`config.mk`:
```
export PLATFORM = sky130hd
export DESIGN_NAME = mem_pipe
export DESIGN_NICKNAME = d
export VERILOG_FILES = /design/src/rtl/mem_pipe_pkg.sv /design/src/rtl/mem_pipe_front.sv /design/src/rtl/mem_pipe_lu.sv /design/src/rtl/mem_pipe_sbuf.sv /design/src/rtl/mem_pipe.sv
export SDC_FILE = /design/constraint.sdc
export NUM_CORES = 1
export LEC_CHECK = 0
export ABC_AREA = 1
export BUFFER_PORTS_ARGS = -buffer_cell sky130_fd_sc_hd__buf_4
export CAP_MARGIN = 10
export CORE_ASPECT_RATIO = 0.5
export CORE_MARGIN = 2
export CORE_UTILIZATION = 35
export CTS_CLUSTER_SIZE = 40
export DETAILED_ROUTE_END_ITERATION = 16
export PLACE_DENSITY = 0.64
export SLEW_MARGIN = 10
export SYNTH_ARGS = -nofsm -noshare
export SYNTH_HDL_FRONTEND = slang
export SYNTH_HIERARCHICAL = 1
export SYNTH_SLANG_ARGS = --single-unit
export TNS_END_PERCENT = 10
```
`constraint.sdc`:
```
create_clock -name clk_i -period 3.4 [get_ports clk_i]
set_input_delay 0 -clock clk_i [delete_from_list [all_inputs] [get_ports clk_i]]
set_output_delay 0 -clock clk_i [all_outputs]
set_load 0.01 [all_outputs]
```
`src/rtl/mem_pipe_pkg.sv`:
```
package mem_pipe_pkg;

  typedef enum logic [2:0] {
    STG_PRE  = 3'd0,
    STG_LS   = 3'd1,
    STG_LU   = 3'd2,
    STG_SU   = 3'd3,
    STG_DONE = 3'd4
  } stg_e;

  typedef enum logic [1:0] {
    SB_EMPTY = 2'd0,
    SB_PART  = 2'd1,
    SB_FULL  = 2'd2
  } sb_e;

  // stage successor; the shared stage forks on opcode
  function automatic stg_e stg_next(input stg_e s, input logic is_store);
    case (s)
      STG_PRE: stg_next = STG_LS;
      STG_LS:  stg_next = is_store ? STG_SU : STG_LU;
      default: stg_next = STG_DONE;
    endcase
  endfunction

endpackage

```
`src/rtl/mem_pipe_front.sv`:
```
module mem_pipe_front #(
  parameter int LAT_W = 4
) (
  input  logic             clk_i,
  input  logic             rst_ni,
  input  logic             issue_valid_i,
  input  logic             issue_store_i,
  input  logic [LAT_W-1:0] issue_lat_i,
  output logic             issue_ready_o,
  input  logic             ls_adv_i,
  output logic             pre_v_o,
  output logic             ls_v_o,
  output logic             ls_store_o,
  output logic [LAT_W-1:0] ls_lat_o
);

  logic             pre_v, pre_st;
  logic [LAT_W-1:0] pre_lat;
  logic             ls_v, ls_st;
  logic [LAT_W-1:0] ls_lat;
  logic             ls_take;

  assign ls_take       = !ls_v || ls_adv_i;
  assign issue_ready_o = !pre_v || ls_take;

  always_ff @(posedge clk_i or negedge rst_ni) begin
    if (!rst_ni) begin
      pre_v   <= 1'b0;
      pre_st  <= 1'b0;
      pre_lat <= '0;
    end else if (issue_ready_o) begin
      pre_v   <= issue_valid_i;
      pre_st  <= issue_store_i;
      pre_lat <= issue_store_i ? '0 : issue_lat_i;
    end
  end

  always_ff @(posedge clk_i or negedge rst_ni) begin
    if (!rst_ni) begin
      ls_v   <= 1'b0;
      ls_st  <= 1'b0;
      ls_lat <= '0;
    end else if (ls_take) begin
      ls_v   <= pre_v;
      ls_st  <= pre_st;
      ls_lat <= pre_lat;
    end
  end

  assign pre_v_o    = pre_v;
  assign ls_v_o     = ls_v;
  assign ls_store_o = ls_st;
  assign ls_lat_o   = ls_lat;

endmodule

```
`src/rtl/mem_pipe_lu.sv`:
```
module mem_pipe_lu #(
  parameter int LAT_W = 4
) (
  input  logic             clk_i,
  input  logic             rst_ni,
  input  logic             in_valid_i,
  input  logic [LAT_W-1:0] in_lat_i,
  output logic             busy_o,
  output logic             free_o,
  output logic             leave_o,
  output logic [LAT_W-1:0] cnt_o
);

  logic             busy;
  logic [LAT_W-1:0] cnt;

  assign leave_o = busy && (cnt == '0);
  assign free_o  = !busy || leave_o;

  always_ff @(posedge clk_i or negedge rst_ni) begin
    if (!rst_ni) begin
      busy <= 1'b0;
      cnt  <= '0;
    end else if (in_valid_i) begin
      busy <= 1'b1;
      cnt  <= in_lat_i;
    end else if (leave_o) begin
      busy <= 1'b0;
    end else if (busy) begin
      cnt  <= cnt - 1'b1;
    end
  end

  assign busy_o = busy;
  assign cnt_o  = cnt;

endmodule

```
`src/rtl/mem_pipe_sbuf.sv`:
```
module mem_pipe_sbuf
  import mem_pipe_pkg::*;
#(
  parameter int SB_DEPTH = 2
) (
  input  logic clk_i,
  input  logic rst_ni,
  input  logic in_valid_i,
  input  logic drain_ready_i,
  output logic drain_valid_o,
  output logic busy_o,
  output logic free_o,
  output logic leave_o,
  output sb_e  state_o
);

  localparam int CNT_W = $clog2(SB_DEPTH + 1);
  localparam logic [CNT_W-1:0] FULL_CNT = CNT_W'(SB_DEPTH);

  logic             su_v;
  logic [CNT_W-1:0] cnt;
  logic             pop;

  assign drain_valid_o = (cnt != '0);
  assign pop           = drain_valid_o && drain_ready_i;
  assign leave_o       = su_v && ((cnt != FULL_CNT) || pop);
  assign free_o        = !su_v || leave_o;

  always_ff @(posedge clk_i or negedge rst_ni) begin
    if (!rst_ni) su_v <= 1'b0;
    else if (in_valid_i) su_v <= 1'b1;
    else if (leave_o) su_v <= 1'b0;
  end

  always_ff @(posedge clk_i or negedge rst_ni) begin
    if (!rst_ni) cnt <= '0;
    else if (leave_o && !pop) cnt <= cnt + 1'b1;
    else if (!leave_o && pop) cnt <= cnt - 1'b1;
  end

  always_comb begin
    if (cnt == '0)           state_o = SB_EMPTY;
    else if (cnt == FULL_CNT) state_o = SB_FULL;
    else                     state_o = SB_PART;
  end

  assign busy_o = su_v;

endmodule

```
`src/rtl/mem_pipe.sv`:
```
module mem_pipe
  import mem_pipe_pkg::*;
#(
  parameter int LAT_W    = 4,
  parameter int SB_DEPTH = 2
) (
  input  logic             clk_i,
  input  logic             rst_ni,
  input  logic             issue_valid_i,
  input  logic             issue_store_i,
  input  logic [LAT_W-1:0] issue_lat_i,
  output logic             issue_ready_o,
  input  logic             drain_ready_i,
  output logic             drain_valid_o,
  output logic             pre_busy_o,
  output logic             ls_busy_o,
  output logic             lu_busy_o,
  output logic             su_busy_o,
  output logic [2:0]       ls_route_o,
  output logic [LAT_W-1:0] lu_cnt_o,
  output logic [1:0]       sb_state_o,
  output logic             done_load_o,
  output logic             done_store_o,
  output logic             bus_free_o
);

  logic             ls_v, ls_st;
  logic [LAT_W-1:0] ls_lat;
  logic             lu_free, su_free;
  logic             to_lu, to_su;
  stg_e             route;
  sb_e              sb_state;

  assign route = ls_v ? stg_next(STG_LS, ls_st) : STG_PRE;
  assign to_lu = (route == STG_LU) && lu_free;
  assign to_su = (route == STG_SU) && su_free;

  mem_pipe_front #(.LAT_W(LAT_W)) u_front (
    .clk_i        (clk_i),
    .rst_ni       (rst_ni),
    .issue_valid_i(issue_valid_i),
    .issue_store_i(issue_store_i),
    .issue_lat_i  (issue_lat_i),
    .issue_ready_o(issue_ready_o),
    .ls_adv_i     (to_lu || to_su),
    .pre_v_o      (pre_busy_o),
    .ls_v_o       (ls_v),
    .ls_store_o   (ls_st),
    .ls_lat_o     (ls_lat)
  );

  mem_pipe_lu #(.LAT_W(LAT_W)) u_lu (
    .clk_i     (clk_i),
    .rst_ni    (rst_ni),
    .in_valid_i(to_lu),
    .in_lat_i  (ls_lat),
    .busy_o    (lu_busy_o),
    .free_o    (lu_free),
    .leave_o   (done_load_o),
    .cnt_o     (lu_cnt_o)
  );

  mem_pipe_sbuf #(.SB_DEPTH(SB_DEPTH)) u_sbuf (
    .clk_i        (clk_i),
    .rst_ni       (rst_ni),
    .in_valid_i   (to_su),
    .drain_ready_i(drain_ready_i),
    .drain_valid_o(drain_valid_o),
    .busy_o       (su_busy_o),
    .free_o       (su_free),
    .leave_o      (done_store_o),
    .state_o      (sb_state)
  );

  assign ls_busy_o  = ls_v;
  assign ls_route_o = route;
  assign sb_state_o = sb_state;
  assign bus_free_o = (sb_state == SB_EMPTY) && !su_busy_o;

endmodule

```
After elaboration in Yosys (flattened, before gate mapping)
Cells that the tools add are included.

storage, ports and cells
  register bits after elaboration = 20
  bits of input ports = 9
  output and inout bits = 18
  logic and storage cells = 61

cells by class
  add/sub/neg operators = 3
  eq/ne operators = 5
  multiplexer cells = 14
  reductions and logical operators = 29

operators with widths
  operator                                           number
  2-to-1 mux 4 bit                                   4
  2-to-1 mux 2 bit                                   5
  nonzero test 2 bit                                 5
  logical AND 1 bit                                  8
  equality test 2 bit (second input constant)        3
  zero test 1 bit                                    6
  logical OR 1 bit                                   6
  2-to-1 mux 1 bit                                   5
  zero test 2 bit                                    2
  zero test 4 bit                                    1
  != test 2 bit (second input constant)              2
  subtractor 4 x 1 -> 4 bit (second input constant)  1
  adder 2 x 1 -> 2 bit (second input constant)       1
  AND reduction 2 bit                                1
  subtractor 2 x 1 -> 2 bit (second input constant)  1

Logic depth before layout (Yosys ltp)
Gate-level depths: netlist of run 1.

  depth after elaboration = 9
  gate-level depth with buffers = 11
  mapped depth without buffers = 11

Cells and area by module
Netlist of run 1, hierarchy kept.

modules (own cells, without submodules)
  module          instances  cells an instance  area each (um^2)  seq. area each (um^2)
  mem_pipe_front  1          59                 520.5             300.3
  mem_pipe_lu     1          41                 314.1             125.1
  mem_pipe_sbuf   1          26                 190.2             75.1
  mem_pipe        1          12                 56.3              0.0

Least setup slack after synthesis of run 1
OpenSTA, ideal clock, no wires.

  kind = register to register
  start point = register u_lu.cnt[0], in the netlist u_lu/cnt_o[0]
  end point = register u_lu.cnt[3], in the netlist u_lu/cnt_o[3]
  library setup time = 117 ps
  arrival time = 1,495 ps
  data required time = 3,283 ps
  slack = 1,788 ps
  stages on the path, launching flop included = 11
  buffers on the path = 0
  clock period less this slack = 1,612 ps
  cell sequence = dfrtp_1 > inv_1 > ha_1 > nand3_2 > nand2_4 > nand3_1 > inv_1 > inv_2 > or2_0 > nand3_1 > nand2_1

between the ends
  cells in the longest elaborated chain, start to end = 6
  elaborated cells on any way between the ends = 11
  those cells by class = add/sub (1); eq/ne (1); mux (3); reduce/logical (6)

ends and longest elaborated chain
  element                                                        line               text
  from (decl)                                                    mem_pipe_lu.sv:15  logic [LAT_W-1:0] cnt;
  from (signal assigned)                                         mem_pipe_lu.sv:26  cnt <= in_lat_i;
  from (signal assigned)                                         mem_pipe_lu.sv:30  cnt <= cnt - 1'b1;
  zero test 4 bit (*)                                            mem_pipe_lu.sv:17  assign leave_o = busy && (cnt == '0);
  logical AND 1 bit (*)                                          mem_pipe_lu.sv:17
  logical OR 1 bit (*)                                           mem_pipe_lu.sv:18  assign free_o = !busy || leave_o;
  via lu_free                                                    mem_pipe.sv:29     logic lu_free, su_free;
  logical AND 1 bit (*)                                          mem_pipe.sv:35     assign to_lu = (route == STG_LU) && lu_free;
  via to_lu                                                      mem_pipe.sv:30     logic to_lu, to_su;
  != test 2 bit (no line) or nonzero test 2 bit (tied branches)  -
  AND reduction 2 bit (no line)                                  -

The timed path passes the listed nets; every way through them passes the cells marked *. The select of a mux whose other input is x is not followed.
A chain may end at the register's enable or synchronous reset.

Worst setup path in the final report of run 1
  start point = register u_lu.cnt[0], in the netlist u_lu/cnt_o[0]
  end point = output issue_ready_o

between the ends
  cells in the longest elaborated chain, start to end = 7

ends and longest elaborated chain
  element            line                  text
  zero test 4 bit    mem_pipe_lu.sv:17
  logical AND 1 bit  mem_pipe_lu.sv:17
  logical OR 1 bit   mem_pipe_lu.sv:18
  via lu_free        mem_pipe.sv:29
  logical AND 1 bit  mem_pipe.sv:35
  logical OR 1 bit   mem_pipe.sv:45        .ls_adv_i (to_lu || to_su),
  logical OR 1 bit   mem_pipe_front.sv:23  assign ls_take = !ls_v || ls_adv_i;
  logical OR 1 bit   mem_pipe_front.sv:24  assign issue_ready_o = !pre_v || ls_take;
  to (decl)          mem_pipe.sv:12        output logic issue_ready_o,

The timed path passes the listed nets, and every way through them passes these cells.

==> results of run 1 <==
[flip-flops by register name (all words and copies together), names as in the netlist]
register and count:
u_front/ls_lat_o 4, u_front/ls_v_o 1, u_sbuf/cnt 2, u_front/pre_v_o 1, u_front/pre_st 1, u_front/ls_store_o 1, u_lu/busy_o 1, u_front/pre_lat 4
u_lu/cnt_o 4, u_sbuf/busy_o 1
[layout make-up]
cell class                      count  area (um^2)
Clock inverter                      1        30.03
Timing Repair Buffer               28        217.7
Sequential cell                    20        500.5
Multi-Input combinational cell     89        452.9
Inverter                           24        90.09
Clock buffer                        3        41.29
Fill cell                         304         1595
Tap cell                           40        50.05
[per-layer routing]
layer	global-route usage	up-vias	part of all wire
met2	0.1855	17	0.42
met4	0.05902	0	0.014
met5	0	-	0
li1	-	475	-
met3	0.04468	2	0.040
met1	0.1715	370	0.52
[worst max-delay path, stage by stage (launching register included)]
cell	delay, ns
dfrtp_1	0.36
inv_1	0.10
ha_1	0.23
nand3_2	0.10
nand2_4	0.07
nand3_1	0.10
nand2_1	0.06
inv_1	0.27
nand3_4	0.16
buf_4	0.19
[report_power, final]
part           internal, mW  switching (mW)  leakage (nW)  total [mW]
Combinational         0.313           0.421         0.497       0.733
Sequential            0.351           0.114         0.245       0.465
Clock                 0.157          0.0752        0.0357       0.232
Total                 0.821           0.610         0.778        1.43
[through the flow]
step	util	worst slack (ns)	hold WS (ns)	cells
after floorplan	-	1.788	-0.2956	138
final	0.4643	1.497	0.02794	205
after global placement	0.4303	1.702	-0.1078	198
after global routing	0.4643	1.304	0.03894	205
after CTS	0.4643	1.491	0.02577	205
after detailed placement	0.4303	1.647	-0.1073	198
[what timing repair did]
item,in CTS,in global routing
hold endpoints to repair,22,0
hold buffers,3,0
buffers inserted,0,0
[how the worst min path moves through the flow]
stage	cells past startpoint	endpoint
2_1_floorplan	0	u_front/ls_lat_o[0]
3_3_place_gp	1	u_front/pre_v_o
3_5_place_dp	1	u_front/pre_st
4_1_cts	4	u_sbuf/busy_o
5_1_grt	4	u_sbuf/busy_o
6_report	4	u_sbuf/busy_o
[cells by family (layout without fill, tap and decap cells)]
group           count (synthesis)  after routing  share of synthesized area
simple gates                   78             78                     0.3449
flops                          20             20                     0.4630
buf+inv                        29             56                     0.1181
fa+ha+maj                       3              3                    0.03473
other cells                     1              1                   0.003469
xor+xnor                        1              1                   0.008103
compound gates                  6              6                    0.02777
[cells in the final DEF (no fill, tap or decap), types with 6 or more instances in the layout]
master,count
nand2_1,44
buf_4,25
inv_1,21
dfrtp_1,20
nand3_1,12
nor2_1,7
nand4_1,6
==> summary.md, run 1 <==
| Metric | Value |
|---|---|
| Status | complete, no violations |
| RR Endpoint | u_front/ls_lat_o[2] |
| Worst R2R Start | u_lu/cnt_o[0] |
| LEAKAGE | roughly 0.78 nW |
| Ys Warns | 6 |
| Clock Skew | roughly 0.0018 ns |
| Largest net degree at the start of global routing | 21 |
| VDD IR max | 0.0003869 V |
| Total Routing Usage GR | 0.1276 |
| CTS tree | built |
| Power density over the cells | 1035 nW/um^2 |
| Syn nets | 150 |
| Power Total | roughly 1.4 mW |
| Seq/Total Area, Yosys | 0.4630 |
| Area contributors post-synth | dfrtp_1 (46%), nand2_1 (15%), inv_1 (7.3%) |
| Via density | 4.215 |
| CP Launch Point | u_lu/cnt_o[0] |
| Yosys top cell by area | dfrtp_1 |
| Skew-Pair Late Insertion Delay | ~0.25 ns |
| Area Overhead vs Synth | 27.89% |
| CTS sink cnt | 20 |
| Crit Path Max Fanout | 12 |
| N_diodes | 0 |
| CTS clk-pin slew, worst paths | 0.07 ns |
| Library cells used by synthesis | 22 |
| Area fraction of the dominant cell type after synthesis | 0.4630 |
| Most frequent cell after synthesis | nand2_1 |
| Post-DP HPWL | 1437 um |
| Initial DRC Count | 56 |
| Post-route DRC violation count | 0 |
| Synth Register Bits | 20 |
| Relative slew slack | 0.6289 |
| Mapped Cells | 138 |
| Final WL | 1961 um |
| Final Wtd Congestion | 0.7422 |
| Worst slew pin tran | 0.5567 ns |
| CP Data Arrival Time | 1.90 ns |
| RSZ-0062 raised after global routing | no |
| H-tree Lvls | 1 |
| Nets | about 180 |
| GRT overflow | 0 |
| CTS Buf Count | 3 |
| Maxcap violations | 0 |
| Fin crit period | 1.903 ns |
| Initial antenna violation count | 0 |
| CP startpoint kind | flip-flop |
| First-pass GRT wire length | 3339 um |
| Fin area | 1383 um^2 |
| Mean area per synthesized cell | 7.834 um^2 |
| Setup-failing EPs final | 0 |
| Synth top cells by count | nand2_1 (44), inv_1 (21), dfrtp_1 (20), nand3_1 (12), nor2_1 (7) |
| R2r worst-path depth | 10 |
| CP Class | flip-flop to output pin |
| Cell Area, Placed | 1281 um^2 |
| Setup crit end kind | output pin |
| Resize count post-CTS | 0 |
| Drt wl/cell | 9.566 um |
| Fin Setup TNS | 0 ns |
| Hold Crit Class | input port to flip-flop |
| IO Port Bufs | 25 |
| Max Root-Sink Buffers | 2 |
| Vias | 864 |
| Horiz. Die Dim | around 83 um |
| Fmax | 525.5 MHz |
| CTS root buffer | clkbuf_8 |
| Die H | 43.30 um |
| CP Capture Point | issue_ready_o |
| Ys flop type | dfrtp_1 |
| Core area | 2978 um^2 |
| Async set-reset flop share out of synthesis | 1.000 |
| Number of hold violations in the final report | 0 |
| DIE AREA | 3576 um^2 |
| Vias in the first global route | 772 |
| Share of post-route cells with drive strength above 1 | 0.2364 |
| CP Data Required Time | 3.40 ns |
| Row count | 14 |
| R2R Setup Slk | 1.63 ns |
| Slew Viols, Final | 0 |
| Period utilisation layout | 0.5597 |
| Starting Density | 0.3630 |
| Post-Synthesis Cell Area | 1081 um^2 |
| Min-delay src | drain_ready_i |
| Antenna viol nets, final | 0 |
| IO Pins | 27 |
| Drt pass-1 iters | 4 |
| Number of synthesized flops with an enable pin | 0 |
(Power assumes the default switching activity.)
==> run 2, diff against run 1 <==
--- a/config.mk
+++ b/config.mk
@@ -5,7 +5,7 @@
 export SDC_FILE = /design/constraint.sdc
 export NUM_CORES = 1
 export LEC_CHECK = 0
-export ABC_AREA = 1
+export ABC_AREA = 0
 export BUFFER_PORTS_ARGS = -buffer_cell sky130_fd_sc_hd__buf_4
 export CAP_MARGIN = 10
 export CORE_ASPECT_RATIO = 0.5
@@ -13,7 +13,7 @@
 export CORE_UTILIZATION = 35
 export CTS_CLUSTER_SIZE = 40
 export DETAILED_ROUTE_END_ITERATION = 16
-export PLACE_DENSITY = 0.64
+export PLACE_DENSITY = 0.67
 export SLEW_MARGIN = 10
 export SYNTH_ARGS = -nofsm -noshare
 export SYNTH_HDL_FRONTEND = slang
==> constraint.sdc (replaced) <==
create_clock -name clk_i -period 1.75 [get_ports clk_i]
set_input_delay 0 -clock clk_i [delete_from_list [all_inputs] [get_ports clk_i]]
set_output_delay 0 -clock clk_i [all_outputs]
set_load 0.01 [all_outputs]
==> summary.md, run 2 <==
| Metric | Value |
|---|---|
| Status | complete, but fails checks |
| Failing checks | negative setup slack |
| Library cells used by synthesis | 35 |
| Drt wl/cell | between 10 and 15 um |
| Max Root-Sink Buffers | 2 |
| Yosys top cell by area | dfrtp_1 |
| Vias | 792 |
| Most frequent cells in the layout | buf_4 (45), dfrtp_1 (20), mux2_4 (10), nand2_1 (5), nor2b_1 (5) |
| Area contributors post-synth | dfrtp_1 (49%), mux2_4 (7.3%), mux2_2 (5.5%) |
| Total Routing Usage GR | 0.1392 |
| Skew-Pair Late Insertion Delay | 0.25 ns |
| Power density over the cells | just over 2000 nW/um^2 |
| Clock Skew | 0.0008038 ns |
| VDD IR max | 0.0007090 V |
| Core area | 2700 um^2 |
| DIE AREA | between 3000 and 4000 um^2 |
| Synth top cells by count | dfrtp_1 (20), nand2_1 (6), nor2b_1 (6), mux2_2 (5), mux2_4 (5) |
| CP Data Arrival Time | 1.95 ns |
| WP depth | 9 |
| Fmax | 513.6 MHz |
| Period utilisation layout | 1.113 |
| CP Data Required Time | 1.75 ns |
| Post-DP HPWL | 1601 um |
| Async set-reset flop share out of synthesis | 1.000 |
| CTS clk-pin slew, worst paths | approximately 0.07 ns |
| Multi-input logic area | 529.3 um^2 |
| Initial DRC Count | 41 |
| Crit-path max cell delay | around 0.40 ns |
| Nets | 150 |
| Post-route DRC violation count | 0 |
| Register area | 500.5 um^2 |
| Via density | 4.552 |
| Area fraction of the dominant cell type after synthesis | 0.4866 |
| Filler Cells Inserted | approximately 230 |
| Fin crit period | around 2 ns |
| Final setup margin | -0.1969 ns |
| R2R Setup Slk | -0.17 ns |
| Setup-failing EPs final | 15 |
| Power Total | roughly 3.2 mW |
| Area Overhead vs Synth | 50.00% |
| Row count | 13 |
| CP Class | flip-flop to output pin |
| IO Port Bufs | 25 |
| Ys flop type | dfrtp_1 |
| Synth Register Bits | 20 |
| Mapped Cells | 88 |
| First-pass GRT wire length | between 3000 and 4000 um |
| Antenna viol nets, final | 0 |
| Horiz. Die Dim | 80.66 um |
| H-tree Lvls | 1 |
| CTS sink cnt | 20 |
| Commonest non-fill, non-tap cell in the layout | buf_4 |
| Vias in the first global route | between 700 and 800 |
| GRT overflow | 0 |
| N_diodes | 0 |
| Initial antenna violation count | 0 |
| Die H | 42.33 um |
| Hold Crit Class | input port to flip-flop |
| Syn nets | 100 |
| Most frequent CP cell | buf_6 |
| Ys Warns | 6 |
| CTS tree | built |
| Maxcap violations | 0 |
| Starting Density | 0.3809 |
| CP Launch Point | u_lu/cnt_o[0] |
| Core Util, Final | 0.5714 |
| RR Endpoint | u_front/pre_lat[1] |
| Crit Path Max Fanout | 7 |
| Seq/Total Area, Yosys | 0.4866 |
| IO Pins | 27 |
| CTS Buf Count | 3 |
| Final WL | 2118 um |
| R2r worst-path depth | 8 |
| Worst R2R Start | u_lu/cnt_o[0] |
| Crit path max-delay cell type | dfrtp_1 |
| Delay-heaviest family, CP | simple AND/OR/NAND/NOR gates |
| Setup crit end kind | output pin |
| Number of hold violations in the final report | 0 |
| Worst path cell trace | inv_2 > ha_4 > or3b_4 > nand2_4 > mux2i_1 > nor2b_2 > nand3b_4 > buf_6 > buf_6 |
| Share of post-route cells with drive strength above 1 | 0.5401 |
| LEAKAGE | about 0.78 nW |
| RSZ-0062 raised after global routing | yes |
| Mean area per synthesized cell | 11.69 um^2 |
| Slew Viols, Final | 0 |
| Largest net degree at the start of global routing | 21 |
| Number of synthesized flops with an enable pin | 0 |
| Final Wtd Congestion | between 0.7 and 0.8 |
| CTS root buffer | clkbuf_8 |
| Most frequent cell after synthesis | dfrtp_1 |
| Drt pass-1 iters | 4 |
| CP Capture Point | issue_ready_o |
| Crit path buf inv count | 3 |
| CP startpoint kind | flip-flop |
| Post-Synthesis Cell Area | 1028 um^2 |
run 2: power by group:
part	switching (mW)	internal, mW
registers	0.156	0.678
logic	0.763	1.12
clock network	0.146	0.305
run 2: worst min-delay path by stage:
stage,start,end,slack [ns],cells past startpoint
6_report,issue_store_i,u_front/pre_st,0.02,2
5_1_grt,issue_store_i,u_front/pre_st,0.01,2
4_1_cts,issue_store_i,u_front/pre_st,0.01,2
3_5_place_dp,rst_ni,u_front/pre_lat[1],-0.11,1
3_3_place_gp,rst_ni,u_front/ls_lat_o[2],-0.11,1
2_1_floorplan,rst_ni,u_front/ls_lat_o[0],-0.30,0
run 2: layer usage:
metal  share of wire  routed length (um)  track usage
met5               0                   0            0
met4               0                   0      0.03051
met3           0.068                 143      0.04095
met2            0.46                 970       0.2233
met1            0.47                1005       0.1868
run 2: kinds of logic after synthesis:
group / share of synthesized area
AO/OA/AOI/OAI: 0.04988
adder cells (fa/ha/maj): 0.03650
AND/OR/NAND/NOR: 0.2165
flip-flops: 0.4866
other: 0.003646
XOR/XNOR: 0.02555
buffers and inverters: 0.04378
multiplexers: 0.1375
run 2: repair_timing:
| item | in CTS | in global routing |
|---|---|---|
| setup endpoints to repair | 15 | 18 |
| hold buffers | 2 | 0 |
| buffers inserted | 1 | 1 |
| pin swaps | 1 | 1 |
| hold endpoints to repair | 21 | 0 |
| gates resized for setup | 3 | 1 |
run 2: through the flow:
stage          area, um^2  TNS, ns  cells  hold slack (ns)  worst slack (ns)
3_3_place_gp         1421   -1.600    166          -0.1067           -0.1544
2_1_floorplan        1067   -2.401     88          -0.2956           -0.2401
3_5_place_dp         1421   -1.682    166          -0.1080           -0.1620
6_report             1543   -1.945    174          0.01696           -0.1969
4_1_cts              1530   -1.998    173          0.01446           -0.2179
5_1_grt              1543   -3.571    174          0.01151           -0.3047
run 2: cell type report:
cell class,count,share of cell area
Clock inverter,1,0.01946
Sequential cell,20,0.3244
Timing Repair Buffer,49,0.2466
Multi-Input combinational cell,60,0.3431
Inverter,4,0.009732
Tap cell,37,0.03001
Clock buffer,3,0.02676
run 2: worst register-to-register path, stage by stage, from the launching register on:
cell	delay (ns)
dfrtp_1	0.40
inv_2	0.08
ha_4	0.12
or3b_4	0.38
nand2_4	0.07
mux2i_1	0.07
nor2b_2	0.14
nand3b_4	0.21
mux2_4	0.31
